File: src/rtl/secded_pkg.sv
package secded_pkg;
  localparam int BYTE_W = 8;

  // Column of data bit idx: odd-weight values of weight 3 and up,
  // lowest weight first, ascending numeric value within a weight.
  function automatic int hcol(input int idx, input int cw);
    int n;
    int res;
    n = 0;
    res = 0;
    for (int w = 3; w <= cw; w += 2) begin
      for (int v = 0; v < (1 << cw); v++) begin
        if ($countones(v) == w) begin
          if (n == idx) res = v;
          n++;
        end
      end
    end
    return res;
  endfunction
endpackage

File: src/rtl/secded_enc.sv
module secded_enc
  import secded_pkg::*;
#(
  parameter int DW = 64,
  parameter int CW = 8
) (
  input  logic [DW-1:0] data,
  output logic [CW-1:0] chk
);
  for (genvar r = 0; r < CW; r++) begin : g_row
    logic [DW-1:0] mask;
    for (genvar i = 0; i < DW; i++) begin : g_col
      localparam int COL = hcol(i, CW);
      assign mask[i] = COL[r];
    end
    assign chk[r] = ^(data & mask);
  end
endmodule

File: src/rtl/secded_dec.sv
module secded_dec
  import secded_pkg::*;
#(
  parameter int DW = 64,
  parameter int CW = 8
) (
  input  logic [DW-1:0] data,
  input  logic [CW-1:0] chk_in,
  output logic [CW-1:0] syn,
  output logic [DW-1:0] fixed,
  output logic          err_n,
  output logic          merr_n
);
  logic [CW-1:0] regen;
  logic [DW-1:0] hit;
  logic          chk_hit;
  logic          nonzero;

  secded_enc #(.DW(DW), .CW(CW)) u_regen (
    .data (data),
    .chk  (regen)
  );

  assign syn = regen ^ chk_in;

  for (genvar i = 0; i < DW; i++) begin : g_match
    localparam logic [CW-1:0] COLV = CW'(hcol(i, CW));
    assign hit[i] = (syn == COLV);
  end

  assign fixed   = data ^ hit;
  assign chk_hit = $onehot(syn);
  assign nonzero = |syn;
  assign err_n   = ~nonzero;
  assign merr_n  = ~(nonzero & ~(|hit) & ~chk_hit);
endmodule

File: src/rtl/secded_bytepar.sv
module secded_bytepar
  import secded_pkg::*;
#(
  parameter int NB = 8
) (
  input  logic [NB*BYTE_W-1:0] word,
  output logic [NB-1:0]        par
);
  for (genvar b = 0; b < NB; b++) begin : g_byte
    assign par[b] = ^word[b*BYTE_W +: BYTE_W];
  end
endmodule

File: src/rtl/secded_merge_codec.sv
module secded_merge_codec
  import secded_pkg::*;
#(
  parameter int DW = 64,
  parameter int CW = 8
) (
  input  logic [DW-1:0]        rd_data,
  input  logic [CW-1:0]        rd_chk,
  input  logic [DW-1:0]        sys_data,
  input  logic [DW/BYTE_W-1:0] sys_par,
  input  logic [DW/BYTE_W-1:0] keep_mem,
  input  logic                 mem_oe_n,
  input  logic                 syn_sel,
  output logic [DW-1:0]        fix_data,
  output logic [DW/BYTE_W-1:0] fix_par,
  output logic [CW-1:0]        syndrome,
  output logic                 err_n,
  output logic                 merr_n,
  output logic                 par_err_n,
  output logic [DW-1:0]        wr_data,
  output logic [CW-1:0]        wr_chk,
  output logic [CW-1:0]        cb_syn_out
);
  localparam int NB = DW / BYTE_W;

  logic [NB-1:0] sys_gen;

  secded_dec #(.DW(DW), .CW(CW)) u_dec (
    .data   (rd_data),
    .chk_in (rd_chk),
    .syn    (syndrome),
    .fixed  (fix_data),
    .err_n  (err_n),
    .merr_n (merr_n)
  );

  secded_bytepar #(.NB(NB)) u_fix_par (
    .word (fix_data),
    .par  (fix_par)
  );

  secded_bytepar #(.NB(NB)) u_sys_par (
    .word (sys_data),
    .par  (sys_gen)
  );

  assign par_err_n = ~|((sys_gen ^ sys_par) & ~keep_mem);

  for (genvar b = 0; b < NB; b++) begin : g_merge
    assign wr_data[b*BYTE_W +: BYTE_W] = keep_mem[b] ? fix_data[b*BYTE_W +: BYTE_W]
                                                     : sys_data[b*BYTE_W +: BYTE_W];
  end

  secded_enc #(.DW(DW), .CW(CW)) u_wr_enc (
    .data (wr_data),
    .chk  (wr_chk)
  );

  always_comb begin
    if (!mem_oe_n)    cb_syn_out = wr_chk;
    else if (syn_sel) cb_syn_out = syndrome;
    else              cb_syn_out = '0;
  end
endmodule

File: config.mk
export PLATFORM = sky130hd
export DESIGN_NAME = secded_merge_codec
export DESIGN_NICKNAME = d
export VERILOG_FILES = /design/src/rtl/secded_pkg.sv /design/src/rtl/secded_enc.sv /design/src/rtl/secded_dec.sv /design/src/rtl/secded_bytepar.sv /design/src/rtl/secded_merge_codec.sv
export SDC_FILE = /design/constraint.sdc
export NUM_CORES = 1
export LEC_CHECK = 0
export BUFFER_PORTS_ARGS = -buffer_cell sky130_fd_sc_hd__clkbuf_2
export CAP_MARGIN = 40
export CORE_MARGIN = 3
export CORE_UTILIZATION = 52
export DETAILED_ROUTE_END_ITERATION = 10
export PLACE_DENSITY = 0.85
export SLEW_MARGIN = 20
export SYNTH_ARGS = -nofsm -noshare
export SYNTH_HDL_FRONTEND = slang
export SYNTH_SLANG_ARGS = --single-unit
File: constraint.sdc
create_clock -name vclk -period 5.85
set_input_delay 0 -clock vclk [all_inputs]
set_output_delay 0 -clock vclk [all_outputs]
set_load 0.005 [all_outputs]
==> results of run 1 <==
-- worst max-delay path by stage --
stage | startpoint | to | cells after the start
6_report | rd_data[57] | cb_syn_out[4] | 18
5_1_grt | rd_data[57] | cb_syn_out[4] | 18
4_1_cts | rd_data[57] | cb_syn_out[4] | 18
3_5_place_dp | rd_data[57] | cb_syn_out[4] | 18
3_3_place_gp | rd_data[57] | cb_syn_out[4] | 18
2_1_floorplan | rd_data[57] | merr_n | 18
-- layer usage --
layer | share of wire (%) | track usage (%)
met5 | 0.029 | 0
met3 | 13 | 10.7
met4 | 7.0 | 23.5
met2 | 45 | 70.2
met1 | 35 | 51.9
-- report_power, final --
group / total, uW / switching [uW] / internal (uW)
clock network: 0 / 0 / 0
registers: 0 / 0 / 0
logic: 6740 / 4130 / 2610
-- cell usage after synthesis (all sizes together) (8+ instances only) --
master / instances / share of area, %
a21oi: 16 / 1.0
a221oi: 18 / 3.6
a31oi: 22 / 3.5
and2: 24 / 1.9
and3: 8 / 0.64
and4b: 8 / 1.0
buf: 22 / 1.6
clkbuf: 21 / 1.0
ha: 12 / 1.9
inv: 74 / 3.6
mux2i: 9 / 1.2
nand2: 87 / 4.3
nand3: 29 / 2.3
nand4: 8 / 0.64
nor2: 54 / 2.6
nor3: 15 / 1.6
nor4b: 10 / 1.1
o21ai: 26 / 1.7
o22ai: 8 / 0.64
o31ai: 9 / 0.93
or3: 18 / 1.5
xnor2: 283 / 33
xnor3: 37 / 11
xor2: 77 / 8.7
-- through the flow --
step | power [uW] | cell area [um2]
2_1_floorplan | 4170 | 7820
3_3_place_gp | 6510 | 9740
3_5_place_dp | 6510 | 9740
4_1_cts | 6540 | 9740
5_1_grt | 7110 | 9740
6_report | 6740 | 9740
-- cells by family (layout without fill, tap and decap cells) --
group,after synthesis,after routing,share of synthesized area (%)
AND/OR/NAND/NOR,282,282,19.7
adder cells (fa/ha/maj),16,16,2.94
AO/OA/AOI/OAI,129,129,14.7
multiplexers,14,14,1.87
XOR/XNOR,404,404,54.4
buffers and inverters,118,432,6.40
-- critical path: cells and delay by family --
family	cells	cell delay (ns)
buf+inv	3	0.53
simple gates	3	0.67
compound gates	1	0.14
mux	1	0.38
fa+ha+maj	1	0.51
xor+xnor	9	3.24
-- cell type report --
type,instances,area (um2),area share [%]
multi-input combinational,845,7330,75.3
timing repair buffer,358,1890,19.5
inverter,74,283,2.90
tap,184,230,2.36
==> results.toml, run 1 <==
[power]
powerDensity_nw_per_um2 = 692
irDropWorstVdd_mv = 1.19
p_leak_uw = 0.00457

[worst_setup_path]
crit_arrival_ns = 5.49
slowest_stage = "xnor3_2"
crit_required_ns = 5.85
path_cells = "clkbuf_2, xnor2_1, xnor3_2, xnor2_2, xor3_2, inv_4, ha_1, and2_0, nand2_1, nor3_1, xor2_1, mux2_2, xor2_1, xnor3_1, xnor2_1, xnor3_1, o22ai_1, clkbuf_2"
critPathMaxFanout = 17
max_stage_delay_ns = 0.56
worst_setup_path_end_kind = "output port"
cp-start-kind = "input pin"
critical_path_class = "in -> out"

[die]
die_y_um = 129
io_pins = 317
initial_core_util_pct = 53.4
die-area_um2 = 16500
die_w_um = 129
coreArea_um2 = 14600
row_count = 44

[timing]
rsz0062_at_grt = "false"
finalCriticalPeriod_ns = 5.49
slew_viol_final = 0
setup_viol = 0
fin_setup_tns_ns = 0
finalCritPeriodShare_pct = 93.9
fin_ws_ns = 0.358
whs_ns = 0.312
fmax_ghz = 0.182
slew_headroom_pct = 49.7
hold_viol_final = 0
worst_slew_pin_slew_ns = 0.754

[worst_hold_path]
hold_class = "in -> out"
min_from = "mem_oe_n"
whs_endpoint = "cb_syn_out[4]"
min_path_cells = 3

[final_layout]
antenna_cells = 0
final_common_cell = "clkbuf_2"
final_nets = 1449
fin_util_pct = 66.5
final_cell_mix = "clkbuf_2 (317), xnor2_1 (273), nand2_1 (84), xor2_1 (76), inv_1 (70)"
syn_to_final_growth_pct = 24.5
n_clock_buffer = 0
ff_latch_area_um2 = 0
filler_cell_count = 1314
seq_cells = 0
drive_gt1_share_pct = 34.7
finalNonFillerCells = 1461

[flow_run]
drv_cap = 0

[grt]
grt_pass1_wl_um = 53200
grt_max_degree = 33
gr-total-overflow = 0
antenna_found_initial = 2
grt_pass1_vias = 8619
grt.total_usage_pct = 43.0

[drt]
wire_per_inst_um = 25.7
vias_per_cell = 6.20
vias = 9064
dr.pass1.iters = 8
post-route-drc-count = 0
drtAntennaViolNets = 0
drtIter0Drc = 1279
drt_wl_total_um = 37500

[logic_synthesis]
ys_types = 78
syn_nets = 1133
ys_warn_count = 0
syn_area_per_cell_um2 = 8.12
yosysSeqAreaShare_pct = 0
netlist_instances = 963
syn-cell-area_um2 = 7820

[placement]
port-buffer-count = 317
dp_slack_ns = 0.524
dpl.cell_count = 1461
place_hpwl_um = 32100
routabilityCongestion = 1.03

[outcome]
status = "complete, no violations"

[clocking]
cts_resized = 0
post-cts-setup-buffer-count = 0
hold_buffers = 0
Note: power is estimated with default switching activity, not from simulation.
==> inputs of run 2 (changes only) <==
==> constraint.sdc (replaced) <==
create_clock -name vclk -period 5.85
set_input_delay 0.585 -clock vclk [all_inputs]
set_output_delay 0.585 -clock vclk [all_outputs]
set_load 0.005 [all_outputs]
==> results.toml, run 2 (synthesized netlist as in run 1, its figures left out) <==
[outcome]
status = "complete, no violations"

[worst_setup_path]
critical_path_class = "in -> out"
worst_setup_path_end_kind = "output port"
crit_arrival_ns = 5.22
slowest_stage = "xnor3_2"
crit_required_ns = 5.27
path_cells = "buf_2, xnor2_1, xnor3_2, xnor2_2, xor3_2, inv_4, buf_4, nand3_2, buf_4, nor2_1, xor2_1, mux2_2, xnor3_1, xnor3_1, xor3_1, o22ai_1, clkbuf_2"
critPathMaxFanout = 16
max_stage_delay_ns = 0.49
cp-startpoint = "rd_data[58]"
cp-start-kind = "input pin"

[placement]
dp_slack_ns = -0.0807
routabilityCongestion = 1.05
place_hpwl_um = 33500
dpl.cell_count = 1601
port-buffer-count = 317

[power]
p_leak_uw = 0.00542
irDropWorstVdd_mv = 1.14
powerDensity_nw_per_um2 = 695

[final_layout]
syn_to_final_growth_pct = 43.0
fin_util_pct = 76.3
final_nets = 1601
drive_gt1_share_pct = 44.1
seq_cells = 0
n_clock_buffer = 0
filler_cell_count = 1134
ff_latch_area_um2 = 0
final_cell_mix = "clkbuf_2 (316), xnor2_1 (254), buf_4 (192), nand2_1 (84), xor2_1 (73)"
final_common_cell = "clkbuf_2"
antenna_cells = 0
finalNonFillerCells = 1613

[flow_run]
drv_cap = 0

[drt]
vias = 9590
wire_per_inst_um = 24.1
post-route-drc-count = 0
drtAntennaViolNets = 0
drt_wl_total_um = 38900
drtIter0Drc = 1196
dr.pass1.iters = 6
vias_per_cell = 5.95

[timing]
worst_slew_pin_slew_ns = 0.672
whs_ns = 1.47
finalCritPeriodShare_pct = 99.3
slew_headroom_pct = 53.9
fmax_ghz = 0.172
setup_viol = 0
slew_viol_final = 0
hold_viol_final = 0
fin_ws_ns = 0.0430
finalCriticalPeriod_ns = 5.81
rsz0062_at_grt = "true"

[die]
die-area_um2 = 16500
io_pins = 317
die_w_um = 129
initial_core_util_pct = 53.4
row_count = 44
coreArea_um2 = 14600
die_y_um = 129

[grt]
grt_pass1_vias = 8921
antenna_found_initial = 0
grt_max_degree = 29
gr-total-overflow = 0
grt_pass1_wl_um = 54600
grt.total_usage_pct = 44.0

[clocking]
hold_buffers = 0

[worst_hold_path]
hold_class = "in -> out"
min_from = "mem_oe_n"
==> run 2: cell count changes in the layout (fill, tap and decap cells not counted), sizes merged <==
cell / change
buf: +153
clkbuf: -1
==> run 2: repair_timing <==
action,4_1_cts,5_1_grt
resized for setup,12,35
setup buffers,0,12
pin swaps,0,18
setup endpoints to repair,9,16
hold endpoints to repair,0,0
==> run 2: final cells by class <==
class / count / area [um2] / area share, %
inverters: 74 / 283 / 2.53
multi-input cells: 845 / 7620 / 68.1
well taps: 184 / 230 / 2.06
repair buffers: 510 / 3050 / 27.3
==> run 2: routing by layer <==
metal  GRT usage (%)  vias up  routed length (um)  part of all wire, %
met4            20.0        0                2480                  6.4
met3            7.72      175                4670                   12
li1                -     4200                   -                    -
met1            57.7     4443               14400                   37
met5               0        -                   0                    0
met2            70.7      772               17400                   45
==> run 2: worst max-delay path: cells and delay by family <==
kind / cells / cell delay [ns]
xor+xnor: 8 / 2.89
buf+inv: 5 / 0.91
simple gates: 2 / 0.32
mux: 1 / 0.27
compound gates: 1 / 0.22
==> run 2: through the flow <==
| step | setup TNS (ns) | power [uW] | cell area [um2] |
|---|---|---|---|
| 4_1_cts | 0 | 7260 | 10900 |
| 3_5_place_dp | -0.368 | 7180 | 10800 |
| 3_3_place_gp | -0.0172 | 7120 | 10800 |
| 2_1_floorplan | 0 | 4170 | 7820 |
| 5_1_grt | -0.148 | 8170 | 11200 |
| 6_report | 0 | 7770 | 11200 |
==> run 2: final timing paths <==
check / to / slack [ns] / cells past startpoint
hold / removal: cb_syn_out[4] / 1.47 / 3
setup / recovery: cb_syn_out[6] / 0.04 / 17
==> run 2: report_power, final <==
group	switching, uW	total, uW	internal, uW
registers	0	0	0
logic	4320	7770	3440
clock network	0	0	0
==> inputs of run 3 (changes only) <==
--- a/config.mk
+++ b/config.mk
@@ -8,9 +8,9 @@
 export BUFFER_PORTS_ARGS = -buffer_cell sky130_fd_sc_hd__clkbuf_2
 export CAP_MARGIN = 40
 export CORE_MARGIN = 3
-export CORE_UTILIZATION = 52
+export CORE_UTILIZATION = 55
 export DETAILED_ROUTE_END_ITERATION = 10
-export PLACE_DENSITY = 0.85
+export PLACE_DENSITY = 0.89
 export SLEW_MARGIN = 20
 export SYNTH_ARGS = -nofsm -noshare
 export SYNTH_HDL_FRONTEND = slang
==> constraint.sdc (replaced) <==
create_clock -name vclk -period 7.2
set_input_delay 0.72 -clock vclk [all_inputs]
set_output_delay 0.72 -clock vclk [all_outputs]
set_load 0.005 [all_outputs]
==> results.toml, run 3 (synthesized netlist as in run 1, its figures left out) <==
[clocking]
cts_resized = 0
hold_buffers = 0
post-cts-setup-buffer-count = 0

[die]
die_y_um = 125
die-area_um2 = 15700
initial_core_util_pct = 57.7
die_w_um = 125
io_pins = 317
row_count = 42
coreArea_um2 = 13600

[drt]
drtIter0Drc = 1089
dr.pass1.iters = 6
vias_per_cell = 6.37
drtAntennaViolNets = 0
drt_wl_total_um = 37900
post-route-drc-count = 0
wire_per_inst_um = 25.7
vias = 9395

[final_layout]
stdcell_area_um2 = 9890
multi_input_area_um2 = 7320
syn_to_final_growth_pct = 26.5
n_clock_buffer = 0
final_cell_mix = "clkbuf_2 (317), xnor2_1 (273), nand2_1 (84), xor2_1 (76), inv_1 (70)"
finalNonFillerCells = 1476
final_nets = 1472
final_common_cell = "clkbuf_2"
antenna_cells = 0
ff_latch_area_um2 = 0
fin_util_pct = 72.9
drive_gt1_share_pct = 35.8
seq_cells = 0
filler_cell_count = 1070

[timing]
fmax_ghz = 0.142
setup_viol = 0
worst_slew_pin_slew_ns = 0.687
rsz0062_at_grt = "false"
finalCriticalPeriod_ns = 7.05
slew_headroom_pct = 53.9
slew_viol_final = 0
hold_viol_final = 0
fin_setup_tns_ns = 0
finalCritPeriodShare_pct = 98.0

[worst_setup_path]
cp-start-kind = "input pin"
crit_required_ns = 6.48
critPathMaxFanout = 14
critical_path_class = "in -> out"
crit_arrival_ns = 6.33
worst_setup_path_end_kind = "output port"

[grt]
grt_max_degree = 27
grt_pass1_vias = 9199
antenna_found_initial = 0
grt.total_usage_pct = 45.5
grt_pass1_wl_um = 55200
gr-total-overflow = 0

[outcome]
status = "complete, no violations"

[power]
irDropWorstVdd_mv = 0.840
p_leak_uw = 0.00468
powerDensity_nw_per_um2 = 552

[placement]
placed_cell_area_um2 = 9890
place_hpwl_um = 32700
routabilityCongestion = 1.08
dpl.cell_count = 1476
port-buffer-count = 317

[worst_hold_path]
whs_endpoint = "fix_data[18]"
min_path_cells = 3
hold_class = "in -> out"
min_from = "rd_data[18]"

[flow_run]
drv_cap = 0
run 3: cell count changes in the layout (fill, tap and decap cells not counted), sizes merged:
cell,before,now
clkbuf,316,317
buf,194,64
run 3: layer usage:
layer / GRT usage, % / vias to the layer above / part of all wire (%)
li1: - / 3942 / -
met1: 55.0 / 4318 / 34
met2: 74.8 / 899 / 45
met3: 10.3 / 236 / 13
met4: 25.3 / 0 / 7.8
met5: 0 / - / 0
run 3: layout make-up:
cell class | count | share of cell area, %
well taps | 176 | 2.23
multi-input cells | 845 | 74.0
inverters | 74 | 2.86
repair buffers | 381 | 20.9
run 3: report_power, final:
part	switching, uW	internal (uW)
clock	0	0
sequential	0	0
combinational	3280	2180
run 3: how the worst max path moves through the flow:
stage / start / end / slack, ns
global placement: rd_data[59] / cb_syn_out[4] / 0.29
global route: rd_data[59] / cb_syn_out[6] / 0.005
detailed placement: rd_data[59] / cb_syn_out[4] / 0.38
floorplan: rd_data[57] / merr_n / 1.33
CTS: rd_data[59] / cb_syn_out[4] / 0.35
finish: rd_data[59] / cb_syn_out[6] / 0.15
run 3: worst max-delay path, stage by stage:
cell and delay (ns):
clkbuf_2 0.16, xnor2_1 0.49, xnor3_2 0.58, xor2_1 0.21
xor3_2 0.30, inv_2 0.27, nand2_2 0.21, inv_1 0.24
ha_1 0.21, inv_1 0.09, nor4_2 0.29, xnor2_1 0.24
a21oi_1 0.48, xnor2_1 0.19, xnor3_1 0.31, xnor3_1 0.42
xor3_1 0.45, o22ai_1 0.29, clkbuf_2 0.18
run 3: through the flow:
stage	power [uW]	setup slack [ns]	hold slack, ns
3_5_place_dp	5260	0.377	1.77
3_3_place_gp	5240	0.292	1.78
6_report	5460	0.146	1.77
2_1_floorplan	3390	1.33	1.49
5_1_grt	5750	0.00473	1.79
4_1_cts	5290	0.350	1.77
